## config.mk

```make
export PLATFORM = sky130hd
export DESIGN_NAME = txn_status_reg
export DESIGN_NICKNAME = d
export VERILOG_FILES = /design/src/rtl/txn_status_reg.sv
export SDC_FILE = /design/constraint.sdc
export NUM_CORES = 1
export LEC_CHECK = 0
export ABC_AREA = 1
export BUFFER_PORTS_ARGS = -buffer_cell sky130_fd_sc_hd__buf_2
export CAP_MARGIN = 20
export CELL_PAD_IN_SITES_DETAIL_PLACEMENT = 2
export CELL_PAD_IN_SITES_GLOBAL_PLACEMENT = 2
export CORE_AREA = 3 3 47 49
export DETAILED_ROUTE_END_ITERATION = 8
export DIE_AREA = 0 0 50 52
export GPL_ROUTABILITY_DRIVEN = 1
export GPL_TIMING_DRIVEN = 0
export PLACE_DENSITY_LB_ADDON = 0.1
export REMOVE_ABC_BUFFERS = 1
export SLEW_MARGIN = 15
export SYNTH_ARGS = -nofsm -noshare
export SYNTH_HDL_FRONTEND = slang
export SYNTH_SLANG_ARGS = --single-unit
```

## constraint.sdc

```tcl
create_clock -name clk -period 1.43 [get_ports clk]
set_input_delay 0.143 -clock clk [delete_from_list [all_inputs] [get_ports clk]]
set_output_delay 0.143 -clock clk [all_outputs]
set_load 0.02 [all_outputs]
```

## src/rtl/txn_status_reg.sv

```systemverilog
module txn_status_reg #(
  parameter int DW = 8
) (
  input  logic          clk,
  input  logic          rst_n,
  input  logic          ctl_rst,
  input  logic          evt_done,
  input  logic          evt_hs_valid,
  input  logic [1:0]    hs_code,
  input  logic          evt_stuff_err,
  input  logic          evt_timeout,
  input  logic          evt_sof_done,
  input  logic          wr_en,
  input  logic [DW-1:0] wr_data,
  output logic [DW-1:0] rd_data
);
  localparam int TMO_BIT   = 2;
  localparam int STUFF_BIT = 3;
  localparam int PAD_W     = DW - 4;
  localparam logic [1:0] HS_NULL = 2'b11;

  logic [1:0] hs_q;
  logic       stuff_q, tmo_q;

  logic       any_err, hs_load, keep_stuff, keep_tmo, set_stuff, set_tmo;
  logic [1:0] hs_next;

  assign any_err    = evt_stuff_err | evt_timeout;
  assign hs_load    = evt_done | evt_sof_done;
  assign hs_next    = (evt_sof_done || !evt_hs_valid || any_err) ? HS_NULL : hs_code;
  assign set_stuff  = evt_stuff_err;
  assign set_tmo    = evt_stuff_err | evt_timeout;
  assign keep_stuff = !(wr_en && !wr_data[STUFF_BIT]);
  assign keep_tmo   = !(wr_en && !wr_data[TMO_BIT]);

  always_ff @(posedge clk or negedge rst_n) begin
    if (!rst_n) begin
      hs_q    <= HS_NULL;
      stuff_q <= 1'b0;
      tmo_q   <= 1'b0;
    end else if (ctl_rst) begin
      hs_q    <= HS_NULL;
      stuff_q <= 1'b0;
      tmo_q   <= 1'b0;
    end else begin
      if (hs_load) hs_q <= hs_next;
      stuff_q <= set_stuff | (stuff_q & keep_stuff);
      tmo_q   <= set_tmo   | (tmo_q   & keep_tmo);
    end
  end

  assign rd_data = {{PAD_W{1'b0}}, stuff_q, tmo_q, hs_q};

  AST_SOF_NULL:      assert property (@(posedge clk) disable iff (!rst_n)
                       evt_sof_done && !ctl_rst |=> rd_data[1:0] == HS_NULL);
  AST_HS_HOLD:       assert property (@(posedge clk) disable iff (!rst_n)
                       !evt_done && !evt_sof_done && !ctl_rst |=> $stable(rd_data[1:0]));
  AST_STUFF_BOTH:    assert property (@(posedge clk) disable iff (!rst_n)
                       evt_stuff_err && !ctl_rst |=> rd_data[STUFF_BIT] && rd_data[TMO_BIT]);
  AST_NO_SPUR_STUFF: assert property (@(posedge clk) disable iff (!rst_n)
                       !evt_stuff_err |=> !$rose(rd_data[STUFF_BIT]));
  AST_SET_WINS:      assert property (@(posedge clk) disable iff (!rst_n)
                       evt_timeout && wr_en && !ctl_rst |=> rd_data[TMO_BIT]);
  AST_CTL_RST_IDLE:  assert property (@(posedge clk) disable iff (!rst_n)
                       ctl_rst |=> rd_data[3:0] == 4'b0011);
  AST_PAD_ZERO:      assert property (@(posedge clk) disable iff (!rst_n)
                       rd_data[DW-1:4] == '0);
endmodule

```

==> results.yml <==
cts:
  ctsLongestPathBuffers: 2
  clk_pin_slew_ns: 0.04
  cts_buffers: 3
  cts.htree.levels: 1
  numClockSinks: 4
  post_cts_buffers: 0
  hold_buffers: 1
  ctsRootBufferMaster: "clkbuf_4"
  cts_resized: 0
  clock_latency_ns: 0.24
  tritoncts: "done"
die:
  die_area_um2: 2600
  coreArea_um2: 1902
  pin_count: 27
  initial_core_util_pct: 13.16
  die_w_um: 50
  dieHeight_um: 52
  fp-row-count: 16
layout:
  final_cells: 80
  final_util_pct: 19.28
  nFillCells: 246
  area.growth.synth_to_final_pct: 46.50
  seqCellArea_um2: 102.6
  final_nets: 73
  antenna_cells: 0
  drive_above_1_share_pct: 39.62
  multiInputGateArea_um2: 95.09
sta:
  fin_ws_ns: 0.3746
  skew_ns: 0
  post-route-min-period_ns: 1.055
  hold_violations: 0
  hold_slack_ns: 0.1140
  rsz0062_at_grt: "false"
  finalSetupViolCount: 0
  min_period_over_period_pct: 73.80
  max_freq_mhz: 947.5
  tns_ns: 0
  slew_viol_final: 0
worst_setup_path:
  r2r-start: "hs_q[0]"
  crit_buf_inv: 1
  critical-path-top-delay-family: "flip-flops"
  crit_path_max_incr_delay_ns: 0.52
  reg2reg_to: "hs_q[0]"
  rrSetupSlack_ns: 0.70
  start_kind: "register"
  cp_max_fo: 2
  path_cells: "buf_2"
  criticalPathCategory: "reg -> out"
  cp_slowest_cell: "dfstp_2"
  end_kind: "primary output"
  cp_data_arrival_time_ns: 0.91
  r2r_cells: 2
  crit_required_ns: 1.29
global_routing:
  use_met1_pct: 5.893
  grt_start_max_net_pins: 6
  gr-usage-met3_pct: 2.579
  grt_use_met2_pct: 9.783
  antenna_found_initial: 0
  grt.busiest_layer: "met2"
  overflow: 0
  grt_pass1_wl_mm: 1.173
  track_usage_pct: 6.626
  grt_pass1_vias: 284
place:
  place_inst: 75
  place_worst_setup_slack_ns: 0.6216
  dp_hpwl_um: 600.5
  routabilityCongestion: 0.5795
  port-buffer-count: 16
pwr:
  intPower_w: 0.0002466
  seqPwrFrac_pct: 35.5
  p_leak_nw: 0.1901
  comb_power_share_pct: 17.0
  p_clk_share_pct: 47.6
  peakVddDrop_mv: 0.1576
  sw_frac_of_total_pct: 27.42
  powerDensity_nw_per_um2: 926.7
  power.switching_w: 0.00009315
synth:
  synth_edf_count: 0
  synth.ff_latch_count: 4
  avgSynthCellArea_um2: 7.150
  synth_largest_area_cell: "dfstp_2"
  synthTopCellsByCount: "nor2_1, buf_4, inv_1, nand2_1"
  synth.most_common_cell: "nor2_1"
  async_flop_share_pct: 100.0
  seq_area_frac_synth_pct: 41.00
  ys.flop_type: "dfstp_2"
  synth_warnings: 0
  yosysUniqueCellTypes: 10
  synthCells: 35
  netlist_top_cells_area: "dfstp_2, dfrtp_1, buf_4"
  netlist.area_leader.share_pct: 21.00
  synth_area_um2: 250.2
route:
  vias: 257
  post-route-drc-count: 0
  wl_per_cell_um: 8.838
  viasPerCell: 3.213
  wirelength_um: 707
  drtPass1Iterations: 2
  drt-initial-drc-count: 3
  ant_nets: 0
worst_hold_path:
  whs_path_depth: 2
  holdPathEnd: "tmo_q"
  min_path_type: "in -> reg"
  min_from: "ctl_rst"
flow_run:
  drv_cap: 0
status:
  status: "completed"
==> sequential cells by signal (all words and copies together), names as in the netlist <==
| register | flops |
|---|---|
| tmo_q | 1 |
| stuff_q | 1 |
| hs_q | 2 |
==> metrics by stage <==
stage	area (um^2)	total power (W)
6_report	366.6	0.0003397
5_1_grt	366.6	0.0003705
4_1_cts	366.6	0.0003501
3_5_place_dp	330.3	0.0001783
3_3_place_gp	330.3	0.0001765
2_1_floorplan	216.5	0.0001503
==> metal layers <==
| metal | vias to the layer above | wire length, um |
|---|---|---|
| li1 | 129 | - |
| met1 | 107 | 280 |
| met2 | 18 | 323 |
| met3 | 3 | 73 |
| met4 | 0 | 29 |
| met5 | - | 0 |
==> cell families (layout without fill, tap and decap cells) <==
kind of cell,Yosys count,after routing,share of synthesized area [%]
other,1,4,1.499
and+or+nand+nor,15,15,24.00
buffers and inverters,11,26,25.50
AOI/OAI and AO/OA,4,4,8.000
DFF,4,4,41.00
==> layout by cell type, fill, tap and decap left out, drive strengths merged <==
cell type    netlist  layout
a21oi              2       2
buf                6      16
clkbuf             0       4
conb               1       4
dfrtp              2       2
dfstp              2       2
dlygate4sd3        0       1
inv                5       5
nand2              4       4
nand3b             1       1
nor2              10      10
o21ai              2       2
==> power by group through the flow <==
stage	combinational [W]	sequential, W	clock [W]
detailed placement	0.0000562	0.000122	0
CTS	0.0000588	0.000121	0.000171
global route	0.0000655	0.000121	0.000184
floorplan	0.0000226	0.000128	0
finish	0.0000577	0.000120	0.000162
global placement	0.0000549	0.000122	0
==> layout make-up <==
type / count / area share (%)
flip-flops and latches: 4 / 27.99
multi-input cells: 23 / 25.94
repair buffers: 17 / 24.57
well taps: 27 / 9.215
clock buffers: 4 / 7.167
inverters: 5 / 5.119
==> worst max-delay path by stage <==
stage / startpoint / to / slack (ns) / depth (start not counted)
after floorplan: hs_q[0] / hs_q[0] / 0.65 / 2
after global placement: hs_q[1] / rd_data[1] / 0.63 / 1
after detailed placement: hs_q[1] / rd_data[1] / 0.62 / 1
after CTS: hs_q[1] / rd_data[1] / 0.36 / 1
after global routing: hs_q[1] / rd_data[1] / 0.34 / 1
final: hs_q[1] / rd_data[1] / 0.37 / 1
Note: power is estimated with default switching activity, not from simulation.
